==> src/rtl/scl_pkg.sv <==
package scl_pkg;
  timeunit 1ns; timeprecision 1ps;
  typedef enum logic [1:0] {
    MODE_NORMAL = 2'd0,
    MODE_DYN    = 2'd1,
    MODE_HQ     = 2'd2
  } mode_e;
endpackage

==> src/rtl/scl_req_check.sv <==
module scl_req_check #(
  parameter int DIM_W        = 14,
  parameter int MIN_DIM      = 8,
  parameter int MAX_DIM      = 4096,
  parameter int MIN_SEMI_DIM = 16
) (
  input  logic [DIM_W-1:0] src_w_i,
  input  logic [DIM_W-1:0] src_h_i,
  input  logic [DIM_W-1:0] dst_w_i,
  input  logic [DIM_W-1:0] dst_h_i,
  input  logic             semiplanar_i,
  input  logic             need_i,
  input  logic             release_i,
  input  logic             interlaced_i,
  input  logic             is_pipe_i,
  output logic             release_o,
  output logic             reject_o
);
  timeunit 1ns; timeprecision 1ps;
  localparam logic [DIM_W-1:0] LO   = DIM_W'(MIN_DIM);
  localparam logic [DIM_W-1:0] HI   = DIM_W'(MAX_DIM);
  localparam logic [DIM_W-1:0] SEMI = DIM_W'(MIN_SEMI_DIM);

  logic need, rng_bad, semi_bad;

  always_comb begin
    need     = need_i || (src_w_i != dst_w_i) || (src_h_i != dst_h_i);
    rng_bad  = (src_w_i < LO) || (src_h_i < LO) || (dst_w_i < LO) || (dst_h_i < LO) ||
               (src_w_i > HI) || (src_h_i > HI) || (dst_w_i > HI) || (dst_h_i > HI);
    semi_bad = semiplanar_i && !is_pipe_i && ((src_w_i < SEMI) || (src_h_i < SEMI));
    release_o = release_i || !need;
    reject_o  = !release_o && (interlaced_i || rng_bad || semi_bad);
  end
endmodule

==> src/rtl/scl_popcount.sv <==
module scl_popcount #(
  parameter int W  = 5,
  parameter int CW = $clog2(W + 1)
) (
  input  logic [W-1:0]  vec_i,
  output logic [CW-1:0] cnt_o
);
  timeunit 1ns; timeprecision 1ps;
  always_comb begin
    cnt_o = '0;
    for (int i = 0; i < W; i++) cnt_o = cnt_o + CW'(vec_i[i]);
  end
endmodule

==> src/rtl/scl_walk.sv <==
module scl_walk
  import scl_pkg::*;
#(
  parameter int NUM_USERS    = 5,
  parameter int NUM_SCALERS  = 2,
  parameter bit LEGACY_MODES = 1'b1,
  parameter int UW           = $clog2(NUM_USERS),
  parameter int IW           = $clog2(NUM_SCALERS + 1),
  parameter int CW           = $clog2(NUM_USERS + 1)
) (
  input  logic                      clk_i,
  input  logic                      rst_ni,
  input  logic                      upd_i,
  input  logic [UW-1:0]             upd_user_i,
  input  logic                      release_i,
  input  logic                      reject_i,
  input  logic                      commit_i,
  input  logic [CW-1:0]             req_cnt_i,
  output logic [NUM_USERS-1:0]      req_mask_o,
  output logic [NUM_USERS*IW-1:0]   assign_o,
  output logic [2*NUM_SCALERS-1:0]  mode_o,
  output logic                      busy_o,
  output logic                      done_o,
  output logic                      err_o,
  output logic [NUM_SCALERS-1:0]    detach_o
);
  timeunit 1ns; timeprecision 1ps;
  localparam logic [IW-1:0] NONE     = '1;
  localparam mode_e         SHR_MODE = LEGACY_MODES ? MODE_DYN : MODE_NORMAL;
  localparam bool_lone_ok_t = 0;

  logic [NUM_USERS-1:0]   req_q;
  logic [IW-1:0]          asg_q [NUM_USERS];
  logic [IW-1:0]          asg_n [NUM_USERS];
  logic [NUM_SCALERS-1:0] inuse_q, inuse_n, detach_q;
  mode_e                  mode_q [NUM_SCALERS];
  mode_e                  mode_n [NUM_SCALERS];
  logic                   busy_q, done_q, err_q, lone_q;
  logic [UW-1:0]          idx_q;
  logic                   stg, start, last, free_ok;
  logic [IW-1:0]          free_idx, tgt;

  assign stg   = upd_i && !busy_q && !commit_i;
  assign start = commit_i && !busy_q;
  assign last  = (idx_q == UW'(NUM_USERS - 1));

  always_comb begin
    asg_n    = asg_q;
    inuse_n  = inuse_q;
    mode_n   = mode_q;
    free_ok  = 1'b0;
    free_idx = NONE;
    tgt      = NONE;
    for (int j = NUM_SCALERS - 1; j >= 0; j--) begin
      if (!inuse_q[j]) begin
        free_ok  = 1'b1;
        free_idx = IW'(j);
      end
    end
    if (stg && release_i) begin
      for (int j = 0; j < NUM_SCALERS; j++)
        if (asg_q[upd_user_i] == IW'(j)) inuse_n[j] = 1'b0;
      asg_n[upd_user_i] = NONE;
    end
    if (busy_q && req_q[idx_q]) begin
      tgt = asg_q[idx_q];
      if (tgt == NONE && free_ok) tgt = free_idx;
      if (tgt != NONE) begin
        if (lone_q) begin  // move the lone user onto scaler 0
          for (int j = 0; j < NUM_SCALERS; j++)
            if (tgt == IW'(j)) inuse_n[j] = 1'b0;
          tgt = '0;
        end
        for (int j = 0; j < NUM_SCALERS; j++) begin
          if (tgt == IW'(j)) begin
            inuse_n[j] = 1'b1;
            mode_n[j]  = lone_q ? MODE_HQ : SHR_MODE;
          end
        end
        asg_n[idx_q] = tgt;
      end
    end
    if (busy_q && last)
      for (int j = 0; j < NUM_SCALERS; j++)
        if (!inuse_n[j]) mode_n[j] = MODE_NORMAL;
  end

  always_ff @(posedge clk_i or negedge rst_ni) begin
    if (!rst_ni) begin
      req_q    <= '0;
      inuse_q  <= '0;
      busy_q   <= 1'b0;
      done_q   <= 1'b0;
      err_q    <= 1'b0;
      lone_q   <= 1'b0;
      idx_q    <= '0;
      detach_q <= '0;
      for (int u = 0; u < NUM_USERS; u++)   asg_q[u]  <= NONE;
      for (int j = 0; j < NUM_SCALERS; j++) mode_q[j] <= MODE_NORMAL;
    end else begin
      asg_q    <= asg_n;
      inuse_q  <= inuse_n;
      mode_q   <= mode_n;
      done_q   <= 1'b0;
      err_q    <= 1'b0;
      detach_q <= '0;
      if (stg) begin
        if (reject_i)       err_q <= 1'b1;
        else if (release_i) req_q[upd_user_i] <= 1'b0;
        else                req_q[upd_user_i] <= 1'b1;
      end
      if (start) begin
        if (req_cnt_i > CW'(NUM_SCALERS)) begin
          err_q  <= 1'b1;
          done_q <= 1'b1;
        end else begin
          busy_q <= 1'b1;
          idx_q  <= '0;
          lone_q <= LEGACY_MODES && (NUM_SCALERS > 1) && (req_cnt_i == CW'(1));
        end
      end else if (busy_q) begin
        if (last) begin
          busy_q   <= 1'b0;
          done_q   <= 1'b1;
          detach_q <= ~inuse_n;
        end else begin
          idx_q <= idx_q + 1'b1;
        end
      end
    end
  end

  always_comb begin
    for (int u = 0; u < NUM_USERS; u++)   assign_o[u*IW +: IW] = asg_q[u];
    for (int j = 0; j < NUM_SCALERS; j++) mode_o[2*j +: 2]     = mode_q[j];
  end
  assign req_mask_o = req_q;
  assign busy_o     = busy_q;
  assign done_o     = done_q;
  assign err_o      = err_q;
  assign detach_o   = detach_q;


  adm_reject_chk: assert property (@(posedge clk_i) disable iff (!rst_ni)
    (commit_i && !busy_q && req_cnt_i > CW'(NUM_SCALERS)) |=> (err_o && done_o && !busy_o));

  done_pulse_chk: assert property (@(posedge clk_i) disable iff (!rst_ni)
    done_o |=> !done_o);

  busy_ignore_chk: assert property (@(posedge clk_i) disable iff (!rst_ni)
    (busy_q && upd_i) |=> $stable(req_mask_o));

  detach_chk: assert property (@(posedge clk_i) disable iff (!rst_ni)
    (|detach_o) |-> done_o);

  release_chk: assert property (@(posedge clk_i) disable iff (!rst_ni)
    (stg && release_i) |=> !req_mask_o[$past(upd_user_i)]);

  lone_hq_chk: assert property (@(posedge clk_i) disable iff (!rst_ni)
    (done_o && !err_o && lone_q) |-> (mode_q[0] == MODE_HQ && inuse_q[0]));

  for (genvar j = 0; j < NUM_SCALERS; j++) begin : g_own
    logic [NUM_USERS-1:0] own;
    always_comb
      for (int u = 0; u < NUM_USERS; u++) own[u] = (asg_q[u] == IW'(j));

    unique_owner_chk: assert property (@(posedge clk_i) disable iff (!rst_ni)
      $onehot0(own));
  end
endmodule

==> src/rtl/scl_pool_alloc.sv <==
module scl_pool_alloc
  import scl_pkg::*;
#(
  parameter int NUM_USERS    = 5,
  parameter int NUM_SCALERS  = 2,
  parameter int DIM_W        = 14,
  parameter int MIN_DIM      = 8,
  parameter int MAX_DIM      = 4096,
  parameter int MIN_SEMI_DIM = 16,
  parameter bit LEGACY_MODES = 1'b1,
  localparam int UW          = $clog2(NUM_USERS),
  localparam int IW          = $clog2(NUM_SCALERS + 1),
  localparam int CW          = $clog2(NUM_USERS + 1),
  localparam int PIPE_USER   = NUM_USERS - 1
) (
  input  logic                      clk_i,
  input  logic                      rst_ni,
  input  logic                      upd_i,
  input  logic [UW-1:0]             upd_user_i,
  input  logic [DIM_W-1:0]          src_w_i,
  input  logic [DIM_W-1:0]          src_h_i,
  input  logic [DIM_W-1:0]          dst_w_i,
  input  logic [DIM_W-1:0]          dst_h_i,
  input  logic                      semiplanar_i,
  input  logic                      need_i,
  input  logic                      release_i,
  input  logic                      interlaced_i,
  input  logic                      commit_i,
  output logic [NUM_USERS-1:0]      req_mask_o,
  output logic [NUM_USERS*IW-1:0]   assign_o,
  output logic [2*NUM_SCALERS-1:0]  mode_o,
  output logic                      busy_o,
  output logic                      done_o,
  output logic                      err_o,
  output logic [NUM_SCALERS-1:0]    detach_o
);
  timeunit 1ns; timeprecision 1ps;
  logic          is_pipe, rel, rej;
  logic [CW-1:0] req_cnt;

  assign is_pipe = (upd_user_i == UW'(PIPE_USER));

  scl_req_check #(
    .DIM_W(DIM_W), .MIN_DIM(MIN_DIM), .MAX_DIM(MAX_DIM), .MIN_SEMI_DIM(MIN_SEMI_DIM)
  ) u_chk (
    .src_w_i(src_w_i), .src_h_i(src_h_i), .dst_w_i(dst_w_i), .dst_h_i(dst_h_i),
    .semiplanar_i(semiplanar_i), .need_i(need_i), .release_i(release_i),
    .interlaced_i(interlaced_i), .is_pipe_i(is_pipe),
    .release_o(rel), .reject_o(rej)
  );

  scl_popcount #(.W(NUM_USERS), .CW(CW)) u_pc (
    .vec_i(req_mask_o), .cnt_o(req_cnt)
  );

  scl_walk #(
    .NUM_USERS(NUM_USERS), .NUM_SCALERS(NUM_SCALERS), .LEGACY_MODES(LEGACY_MODES),
    .UW(UW), .IW(IW), .CW(CW)
  ) u_walk (
    .clk_i(clk_i), .rst_ni(rst_ni), .upd_i(upd_i), .upd_user_i(upd_user_i),
    .release_i(rel), .reject_i(rej), .commit_i(commit_i), .req_cnt_i(req_cnt),
    .req_mask_o(req_mask_o), .assign_o(assign_o), .mode_o(mode_o),
    .busy_o(busy_o), .done_o(done_o), .err_o(err_o), .detach_o(detach_o)
  );


  stage_err_chk: assert property (@(posedge clk_i) disable iff (!rst_ni)
    (upd_i && !busy_o && !commit_i && rej) |=> (err_o && $stable(req_mask_o)));
endmodule

==> config.mk <==
export PLATFORM = sky130hd
export DESIGN_NAME = scl_pool_alloc
export DESIGN_NICKNAME = d
export VERILOG_FILES = /design/src/rtl/scl_pkg.sv /design/src/rtl/scl_req_check.sv /design/src/rtl/scl_popcount.sv /design/src/rtl/scl_walk.sv /design/src/rtl/scl_pool_alloc.sv
export SDC_FILE = /design/constraint.sdc
export NUM_CORES = 1
export LEC_CHECK = 0
export BUFFER_PORTS_ARGS = -buffer_cell sky130_fd_sc_hd__clkbuf_2
export CAP_MARGIN = 20
export CELL_PAD_IN_SITES_DETAIL_PLACEMENT = 1
export CELL_PAD_IN_SITES_GLOBAL_PLACEMENT = 1
export CORE_MARGIN = 3
export CORE_UTILIZATION = 33
export DETAILED_ROUTE_END_ITERATION = 6
export GPL_TIMING_DRIVEN = 0
export PLACE_DENSITY_LB_ADDON = 0.1
export SLEW_MARGIN = 20
export SYNTH_ARGS = -nofsm -noshare
export SYNTH_HDL_FRONTEND = slang
export SYNTH_SLANG_ARGS = --single-unit
==> constraint.sdc <==
create_clock -name clk_i -period 2.5 [get_ports clk_i]
set_input_delay 0.125 -clock clk_i [delete_from_list [all_inputs] [get_ports clk_i]]
set_output_delay 0.125 -clock clk_i [all_outputs]
set_load 0.05 [all_outputs]
==> impl_results.md <==
- Status: finished, violations left
- Failing checks: setup timing
- Arr. time, crit path: 2.78 ns
- Worst setup margin: -0.0702 ns
- Starting Density: 35.1%
- Global-route wire length before repair: 14.2 mm
- Row Count: 30
- Post-placement cell count: 459
- TritonCTS clock tree: done
- Core area: 6980 um2
- Final worst-path cycle share: 103%
- Clock transition at the registers of the reported paths: 0.07 ns
- Worst skew pair latency: 0.28 ns
- Hold WS: 0.206 ns
- Clock Sinks: 30
- Post-route insts no fill: 472
- Worst-margin pin slew: 0.791 ns
- GR Util met1: 29.1%
- Share of layout cells above drive strength 1: 37.5%
- Die area: 8490 um2
- Syn avg cell area: 8.93 um2
- Overall Power: 2.86 mW
- EDFF count, synth: 0
- Final HPWL DP: 7.18 mm
- Clock Tree Buf Depth: 2
- Critical path class: reg -> reg
- Final Util: 45.6%
- Synth Instances: 274
- Die W: 92.1 um
- Initial DRC count: 80
- Ports: 91
- Met2 Usage GRT: 34.5%
- Antenna violations before repair: 0
- Yosys reg bits: 30
- Top cell type's share of synthesized area: 20.4%
- Synth Flop Type: dfrtp_1
- GR peak layer: met2
- Tightest Hold Check Type: in -> reg
- Netlist cell types: 64
- Largest net degree at the start of global routing: 31
- Cell Area, Placed: 3020 um2
- CTS H-tree lvls: 2
- N_diodes: 0
- Final setup violating endpoints: 3
- Setup TNS: -0.159 ns
- Most frequent cells in the layout: 89 x clkbuf_2, 19 x xnor2_1, 19 x nor2_1
- Initial DRT Pass Iterations: 4
- All-Layer GR Usage: 21.0%
- Syn_nets: 347
- Tmin final: 2.57 ns
- Nets@finish: 448
- RD Place Congestion: 0.880
- PD cells: 898 nW/um2
- CTS buffer count: 5
- Synth-to-layout area growth: 30.2%
- Vias post-DR: 2558
- WL/cell: 18.5 um
- Grt ovf: 0
- Final instance area: 3190 um2
- Clock skew: 0.00786 ns
- Post-synthesis sequential area ratio: 31.2%
- Root buffer selected by CTS: clkbuf_8
- Slew Limit Fails: 0
- Post-Syn Area: 2450 um2
- Fmax: 389 MHz
- Synth async-reset ratio: 100%
- Via/cell ratio: 5.42
- Buffers on Ports: 89
- RSZ-0062 raised after global routing: yes
- Most common cell after layout, fill and taps aside: clkbuf_2
- Drt drc: 0
- CP Max Fanout: 3
- Remaining antenna violation count after routing: 0
- Hold Vio Cnt, Final: 0
- Die height: 92.1 um
- Area leader, netlist: dfrtp_1
- Max rail drop VDD: 0.604 mV
- CP Launch Type: register
- Area contributors post-synth: dfrtp_1 20%, dfstp_2 11%, xnor2_1 6.8%, xor2_1 3.2%, nand3_1 3.1%
- Leak pwr: 1.33 nW
- Syn. warnings: 0
- Met3 Track Usage GR: 3.77%
- Critical Path RT: 2.71 ns
- Dpl ws: -0.229 ns
- Max-Cap Viols: 0
- Worst Setup End Kind: register
- Final wirelength: 8.74 mm
- Number of global-route vias before repair: 2652
- Fillers: 892
- Relative slew slack: 47.3%
[power by group]
group	internal (mW)	leakage (nW)	switching (mW)
logic	0.514	0.938	0.991
clock network	0.298	0.0524	0.198
registers	0.687	0.344	0.172
[synthesized netlist by cell type, types with 3 or more instances]
cell type / instances
nand2_1: 17
a32oi_1: 3
o32a_2: 3
a211oi_1: 7
nor2_1: 20
xnor2_1: 19
a22o_1: 3
dfstp_2: 10
xor2_1: 9
o31a_1: 4
and3_1: 3
inv_1: 19
nor4_1: 11
dfrtp_1: 20
or3_1: 4
nor3_1: 7
mux2_1: 4
o21ai_0: 6
nand3b_1: 4
a21oi_1: 7
nor2b_1: 5
nand4_1: 5
a31oi_1: 8
mux2i_1: 5
nand3_1: 15
buf_2: 3
clkbuf_1: 5
ha_1: 4
[layout make-up]
class                   count  area [um2]  area share [%]
clock buffers               7        76.3            2.40
flip-flops and latches     30         766            24.0
repair buffers             94         485            15.2
clock inverters             1        30.0           0.943
well taps                  96         120            3.77
multi-input cells         215        1590            49.8
plain buffers              10        48.8            1.53
inverters                  19        71.3            2.24
[routing by layer]
metal	vias up	wire length (um)
met5	-	0
met4	0	115
met1	1247	4130
li1	1222	-
met3	10	408
met2	79	4090
[critical path, cell delays in order, from the launching register on]
cell and delay (ns):
dfrtp_2 0.44, ha_4 0.27, inv_2 0.03, fa_1 0.45, inv_1 0.07, ha_2 0.16, inv_2 0.03, fa_1 0.48
o21ai_2 0.20, nand2_1 0.09, nand2_2 0.09, nor2_2 0.05, o21ai_1 0.12
[worst paths after layout]
check	from	end	slack, ns	cells after the start
setup / recovery	register	u_walk.idx_q[1]	-0.07	12
max in group asynchronous	rst_ni	asynchronous set/reset pin	1.50	2
setup reg to reg	register	u_walk.idx_q[1]	-0.07	12
hold reg to reg	u_walk.mode_o[3]	u_walk.mode_o[3]	0.50	2
min in group asynchronous	rst_ni	u_walk.mode_o[3]	0.45	2
hold / removal	commit_i	u_walk.busy_o	0.21	3
[cell families (layout without fill, tap and decap cells)]
kind of cell	count (synthesis)	after routing	synth area share (%)
compound gates	62	62	19.7
buf+inv	29	131	4.91
flops	30	30	31.2
mux	13	13	6.80
simple gates	106	106	23.7
fa+ha+maj	6	6	3.68
xor+xnor	28	28	10.0
[timing repair]
item / CTS / global route
buffers inserted: 3 / 1
hold endpoints to repair: 20 / 0
endpoints found under the setup margin: 4 / 6
resized for setup: 5 / 1
pin swaps: 1 / 2
hold buffers: 1 / 0
Note: power is estimated with default switching activity, not from simulation.
